--- src/rtl/dual_capture_unit.sv ---
module dual_capture_unit #(
  parameter int W = 32
) (
  input  logic         clk,
  input  logic         rst_n,
  input  logic [W-1:0] count,
  input  logic         count_ok,
  input  logic         sync_pin,
  input  logic         sync_fall_sel,
  input  logic         cap_pin,
  input  logic         home_evt,
  input  logic         mode_free,
  input  logic         cap0_on_home,
  input  logic         arm0,
  input  logic         arm1,
  output logic [W-1:0] cap0_val,
  output logic         cap0_new,
  output logic [W-1:0] cap1_val,
  output logic         cap1_new
);
  logic sync_q, cap_q;
  logic sync_edge, cap_rise, src0_evt, take0, take1;

  assign sync_edge = sync_fall_sel ? (sync_q & ~sync_pin) : (~sync_q & sync_pin);
  assign cap_rise  = cap_pin & ~cap_q;
  assign src0_evt  = (mode_free & cap0_on_home) ? home_evt : sync_edge;
  assign take0     = count_ok & arm0 & src0_evt;
  assign take1     = count_ok & arm1 & mode_free & cap_rise;

  always_ff @(posedge clk or negedge rst_n) begin
    if (!rst_n) begin
      sync_q   <= 1'b0;
      cap_q    <= 1'b0;
      cap0_val <= '0;
      cap1_val <= '0;
      cap0_new <= 1'b0;
      cap1_new <= 1'b0;
    end else begin
      sync_q   <= sync_pin;
      cap_q    <= cap_pin;
      cap0_new <= take0;
      cap1_new <= take1;
      if (take0) cap0_val <= count;
      if (take1) cap1_val <= count;
    end
  end
endmodule

--- config.mk ---
export PLATFORM = sky130hd
export DESIGN_NAME = dual_capture_unit
export DESIGN_NICKNAME = d
export VERILOG_FILES = /design/src/rtl/dual_capture_unit.sv
export SDC_FILE = /design/constraint.sdc
export NUM_CORES = 1
export LEC_CHECK = 0
export BUFFER_PORTS_ARGS = -buffer_cell sky130_fd_sc_hd__buf_4
export CORE_ASPECT_RATIO = 0.7
export CORE_MARGIN = 2
export CORE_UTILIZATION = 51
export DETAILED_ROUTE_END_ITERATION = 10
export PLACE_DENSITY = 0.9
export SLEW_MARGIN = 15
export SYNTH_ARGS = -nofsm -noshare
export SYNTH_HDL_FRONTEND = slang
export SYNTH_SLANG_ARGS = --single-unit
export TNS_END_PERCENT = 10
--- constraint.sdc ---
create_clock -name clk -period 4.3 [get_ports clk]
set_clock_uncertainty 0.15 [all_clocks]
set_input_delay 1.29 -clock clk [delete_from_list [all_inputs] [get_ports clk]]
set_output_delay 1.29 -clock clk [all_outputs]
set_load 0.03 [all_outputs]
Word-level counts from Yosys, hierarchy flattened
Index checks and enable logic that the tools add are counted.
{ "word_totals": {"ff_bits": 68, "input_bits": 43, "out_inout_bits": 66, "wordCells": 20} }
{ "op_classes": {"mux": 2, "n_bitwise": 12} }
{ "ops": {"columns": ["operator", "n"], "rows": [
  ["$and A1 B1 Y1", 9],
  ["$not A1 Y1", 3],
  ["$mux W1", 2]
]} }

Depth between registers and ports, before layout
Gate-level depths: netlist of the first run.
{ "depth": {"ltp_word": 5, "mapped_depth": 5, "depth_no_buf": 3} }

Worst setup path after synthesis of the first run
Ideal clock, no wire load.
{ "synth_timing": {"path_type": "input to register", "startpoint": "input sync_fall_sel", "endpoint": "register cap0_val[0]", "setup_ps": 125, "t_arrival_ps": 2549, "path_slack_ps": 1476, "stages": 5, "n_path_buf": 2, "cell_sequence": "or3b_1 -> a311o_1 -> buf_6 -> buf_12 -> mux2_4"} }
{ "synth_between": {"elab_chain_cells": 3} }
{ "synth_rtl": {"columns": ["item", "line", "rtl"], "rows": [
  ["start, declared", "9", "input logic sync_fall_sel,"],
  ["$mux W1", "24", "assign sync_edge = sync_fall_sel ? (sync_q & ~sync_pin) : (~sync_q & sync_pin);"],
  ["$mux W1", "26", "assign src0_evt = (mode_free & cap0_on_home) ? home_evt : sync_edge;"],
  ["$and A1 B1 Y1", "27", "assign take0 = count_ok & arm0 & src0_evt;"],
  ["end signal, assigned", "43", "if (take0) cap0_val <= count;"],
  ["end, declared", "16", "output logic [W-1:0] cap0_val,"]
]} }
No other way between the ends.
A chain may end at the register's enable or synchronous reset.

Final worst setup path of the first run
{ "layout_timing": {"startpoint": "input sync_fall_sel", "endpoint": "register cap0_val[7]"} }
Same word-level chain as after synthesis.

==> impl_metrics.yaml, run 1 <==
outcome:
  outcome: "completed"
placement:
  placed_cells: 323
  dp_slack_ns: 1.04
  gp_congestion: 0.717
  hpwlAfterDp_microns: 3860
  port_buffers: 108
  place_area_sq_um: 3520
cts:
  cts_made_buffers: 9
  cts_tree: "done"
  root_buffer: "clkbuf_8"
  clock_path_buffers: 2
  post_cts.repair.setup_buffers: 0
  cts-resized-gates: 0
  cts_sinks: 68
  htree_levels: 3
  clk_latency_ns: 0.32
  clk_pin_slew_ns: 0.07
  cts.hold.buffers_added: 0
final_layout:
  final_util_pct: 72.5
  antenna_cells: 0
  fin_area_sq_um: 3730
  drive_gt1_share_pct: 71.2
  layout.area.seq_sq_um: 1700
  nets: 305
  multi_input_area_sq_um: 886
  fillers: 340
  syn2layout_area_growth_pct: 39.4
  layout.cells.non_filler: 339
timing:
  tns_ns: 0
  max-slew-margin-rel_pct: 27.5
  rsz0062_at_grt: "false"
  fin_crit_ns: 2.93
  drv_slew: 0
  whs_ns: 0.361
  final.period_utilization_pct: 68.1
  hold_viol: 0
  clock.fmax_mhz: 341
  worst_slack_ns: 1.37
  setup_viol: 0
  tightest_slew_ns: 1.09
logic_synthesis:
  async_reset_ff_share_pct: 100
  synthMostInstantiatedCell: "dfrtp_1"
  syn_inst: 149
  synth_top_area_cell: "dfrtp_1"
  synth_top_cells_by_area: "dfrtp_1 (64%), mux2_4 (16%), mux2_2 (15%)"
  synth-seq-cells: 68
  ys.flop_type: "dfrtp_1"
  syn_nets: 192
  synthesis.area_sq_um: 2680
  synth_common_cells: "dfrtp_1 (68), mux2_2 (35), mux2_4 (29)"
  synth-edff-count: 0
  yosys.cell_types.count: 14
  yosys.area.top_type_share_pct: 63.6
  yosysSeqAreaShare_pct: 63.6
  ys_warn_count: 0
  syn_avg_cell_area_sq_um: 18.0
worst_setup_path:
  startpoint_type: "input port"
  reg2reg_slack_ns: 2.04
  cp_slowest_cell: "a311o_2"
  cp.required_ns: 4.36
  slowest_delay_ns: 0.78
  crit_fanout: 33
  path_class: "input port to flip-flop"
  critPathCaptureType: "flip-flop"
  reg2reg_depth: 3
  cp.arrival_ns: 2.99
  reg2reg_from: "sync_q"
  timing.rr.end: "cap0_val[7]"
  path_cells: "buf_4 > or3b_1 > a311o_2 > mux2_4"
grt:
  grt_use_total_pct: 20.1
  grt_pass1_wl_microns: 9000
  grt_pass1_vias: 1788
  grt_max_degree: 69
  grt_overflow_total: 0
  antenna_found_initial: 0
power_and_ir_drop:
  clock_power_share_pct: 25.1
  finalPower_mw: 2.22
  pwr-share-comb_pct: 35.5
  p_switching_mw: 0.748
  switching_share_pct: 33.8
  seq_power_share_pct: 39.5
  powerDensity_nw_per_um2: 594
  p_int_mw: 1.47
  leakage_nw: 1.95
  peakVddDrop_mv: 0.459
die:
  start_util_pct: 52.0
  fp-row-count: 22
  core_region_area_sq_um: 5150
  fp.dieArea_sq_um: 5850
  ios: 109
  dieHeight_microns: 64.6
  die_w_microns: 90.6
detailed_routing:
  via_per_inst: 4.84
  dr_total_vias: 1641
  routedWlPerCell_microns: 15.9
  drt_wl_total_microns: 5400
  dr.pass1.iters: 4
  ant_nets: 0
  initialDrtViolationCount: 51
  drcViolationCount: 0
min_path:
  min_to: "cap1_val[27]"
  hold_path.class: "flip-flop to flip-flop"
  min_path_cells: 1
  min_from: "cap1_val[27]"
run:
  maxCapViolations: 0
## layer usage
metal / GRT usage [%] / share of wire (%) / vias up
met2: 30.1 / 44 / 82
li1: - / - / 749
met4: 5.77 / 0.54 / 0
met1: 26.6 / 45 / 806
met3: 9.07 / 11 / 4
met5: 0 / 0 / -
## sequential cells by signal (all words and copies together) (netlist names)
name	count
cap_q	1
cap0_val	32
cap1_val	32
sync_q	1
cap1_new	1
cap0_new	1
## power by group through the flow
stage | combinational (mW) | sequential [mW] | clock (mW)
3_3_place_gp | 0.780 | 0.876 | 0
2_1_floorplan | 0.184 | 1.17 | 0
4_1_cts | 0.794 | 0.874 | 0.566
6_report | 0.786 | 0.874 | 0.556
3_5_place_dp | 0.795 | 0.882 | 0
5_1_grt | 0.824 | 0.893 | 0.602
## worst max path at each step
stage / from / end / slack (ns) / cells after the start
2_1_floorplan: sync_fall_sel / cap0_val[0] / 1.48 / 5
3_3_place_gp: sync_fall_sel / cap0_val[6] / 1.07 / 4
3_5_place_dp: sync_fall_sel / cap0_val[8] / 1.04 / 4
4_1_cts: sync_fall_sel / cap0_val[7] / 1.39 / 4
5_1_grt: sync_fall_sel / cap0_val[5] / 1.36 / 4
6_report: sync_fall_sel / cap0_val[7] / 1.37 / 4
## final cells by class
type	instances	area share (%)
sequential	68	45.6
multi-input combinational	72	23.7
timing repair buffer	109	22.3
clock buffer	9	3.32
clock inverter	7	2.45
tap	72	2.41
inverter	2	0.201
## cells by family (layout without fill, tap and decap cells)
| kind of cell | after synthesis | after routing | share of synthesized area [%] |
|---|---|---|---|
| compound gates | 1 | 1 | 0.374 |
| buf+inv | 9 | 127 | 3.37 |
| flops | 68 | 68 | 63.6 |
| mux | 64 | 64 | 31.0 |
| simple gates | 7 | 7 | 1.68 |
## cells in the final DEF, fill, tap and decap left out
cell type	n
buf_4	108
nand2_1	2
nand4_1	1
mux2_4	29
and3b_1	1
a311o_2	1
clkbuf_8	9
bufinv_16	2
buf_12	1
clkinv_4	1
nor2b_1	1
or3b_1	1
inv_1	2
clkinv_2	3
mux2_2	35
nand3b_1	1
dfrtp_1	68
clkinvlp_4	1
## worst max-delay path: cells and delay by family
family	cells	cell delay, ns
muxes	1	0.44
buffers and inverters	1	0.12
and+or+nand+nor	1	0.34
AOI/OAI and AO/OA	1	0.78
No activity file was read; power rests on OpenSTA's default activity.
==> run 2: changes to the inputs <==
Settings changed: CORE_UTILIZATION 51 to 43, PLACE_DENSITY 0.9 to 0.81.
Clock period 4.3 ns to 2.6 ns, I/O delays scaled along.
==> impl_metrics.yaml, run 2 (synthesized netlist as in run 1, its figures left out) <==
placement:
  gp_congestion: 0.718
  hpwlAfterDp_microns: 3820
  port_buffers: 108
  place_area_sq_um: 3560
  placed_cells: 332
detailed_routing:
  drcViolationCount: 0
  initialDrtViolationCount: 32
  dr.pass1.iters: 4
  routedWlPerCell_microns: 15.6
  via_per_inst: 4.72
  dr_total_vias: 1641
  drt_wl_total_microns: 5420
  ant_nets: 0
power_and_ir_drop:
  pwr-share-comb_pct: 36.1
  clock_power_share_pct: 24.1
  peakVddDrop_mv: 0.519
  finalPower_mw: 3.61
  powerDensity_nw_per_um2: 960
  switching_share_pct: 33.9
  seq_power_share_pct: 39.8
  leakage_nw: 1.96
  p_switching_mw: 1.22
  p_int_mw: 2.39
cts:
  root_buffer: "clkbuf_8"
  clock_path_buffers: 2
  cts_sinks: 68
  cts_tree: "done"
  cts.hold.buffers_added: 0
  htree_levels: 3
  cts-resized-gates: 0
  post_cts.repair.setup_buffers: 0
  clk_latency_ns: 0.33
  cts_made_buffers: 9
  clk_pin_slew_ns: 0.07
grt:
  busiest_layer: "met2"
  grt_use_total_pct: 16.8
  antenna_found_initial: 0
  met3_usage_pct: 6.81
  grt_pass1_wl_microns: 9030
  grt_max_degree: 37
  grt_overflow_total: 0
  use_met1_pct: 20.5
  grt_pass1_vias: 1828
  met2_usage_pct: 27.7
timing:
  hold_viol: 0
  tns_ns: 0
  fin_crit_ns: 2.12
  rsz0062_at_grt: "false"
  tightest_slew_ns: 0.487
  clock.fmax_mhz: 471
  final.period_utilization_pct: 81.6
  setup_viol: 0
  max-slew-margin-rel_pct: 67.5
  drv_slew: 0
worst_setup_path:
  critPathTopFamily: "compound AO/OA/AOI/OAI gates"
  path_class: "input port to flip-flop"
  reg2reg_from: "sync_q"
  critPathCaptureType: "flip-flop"
  crit_fanout: 33
  reg2reg_slack_ns: 0.65
  cp.required_ns: 2.66
  slowest_delay_ns: 0.41
  cp_slowest_cell: "a311o_2"
  startpoint_type: "input port"
  timing.rr.end: "cap0_val[30]"
  path_cells: "buf_4 > or3b_1 > a311o_2 > buf_12 > mux2_4"
  crit_buf_inv: 2
  cp.arrival_ns: 2.18
  reg2reg_depth: 4
final_layout:
  reg_top3: "cap0_val: 32 flops, cap1_val: 32 flops"
  final_cell_mix: "buf_4 (110), dfrtp_1 (68), mux2_2 (35), mux2_4 (29), clkbuf_8 (11)"
  syn2layout_area_growth_pct: 40.5
  drive_gt1_share_pct: 71.1
  nets: 308
  final_common_cell: "buf_4"
  fin_area_sq_um: 3760
  antenna_cells: 0
  final_util_pct: 61.4
  fillers: 485
  layout.cells.non_filler: 348
die:
  die_w_microns: 98.3
  fp-row-count: 24
  ios: 109
  fp.dieArea_sq_um: 6880
  core_region_area_sq_um: 6130
  start_util_pct: 43.7
  dieHeight_microns: 70.0
run:
  maxCapViolations: 0
outcome:
  outcome: "completed"
min_path:
  hold_path.class: "input port to asynchronous set/reset pin"
[run 2: layer usage]
metal | part of all wire [%] | wire [microns] | up-vias
met5 | 0 | 0 | -
met4 | 0.90 | 49 | 0
met3 | 7.2 | 388 | 7
met2 | 50 | 2700 | 59
met1 | 42 | 2280 | 816
li1 | - | - | 759
[run 2: per-stage QoR]
stage          hold slack [ns]  setup WS, ns
3_3_place_gp             0.339         0.156
3_5_place_dp             0.344         0.140
4_1_cts                  0.249         0.500
2_1_floorplan            0.334         0.286
5_1_grt                  0.272         0.475
6_report                 0.254         0.478
[run 2: worst register-to-register path: stages, from the launching register on]
cell and delay (ns):
dfrtp_1 0.37, or3b_1 0.36, a311o_2 0.41, buf_12 0.21
mux2_4 0.33
[run 2: final cells by class]
cell class                      count  area, sq um  area share [%]
Multi-Input combinational cell     72          886            23.6
Inverter                            2         7.51           0.200
Timing Repair Buffer              112          866            23.0
Sequential cell                    68         1700            45.2
Clock buffer                       12          155            4.13
Tap cell                           78         97.6            2.59
Clock inverter                      4         47.5            1.26
[run 2: how the worst max path moves through the flow]
stage / from / endpoint / slack, ns / cells after the start
3_5_place_dp: sync_fall_sel / cap0_val[5] / 0.14 / 5
3_3_place_gp: sync_fall_sel / cap0_val[25] / 0.16 / 5
4_1_cts: sync_fall_sel / cap0_val[0] / 0.50 / 5
5_1_grt: sync_fall_sel / cap0_val[28] / 0.48 / 5
6_report: sync_fall_sel / cap0_val[30] / 0.48 / 5
2_1_floorplan: sync_fall_sel / cap0_val[0] / 0.29 / 5
[run 2: power by group through the flow]
stage	clock network (mW)	logic (mW)	registers, mW
finish	0.871	1.30	1.44
global route	0.946	1.36	1.47
CTS	0.902	1.32	1.44
detailed placement	0	1.32	1.46
global placement	0	1.29	1.45
floorplan	0	0.304	1.93
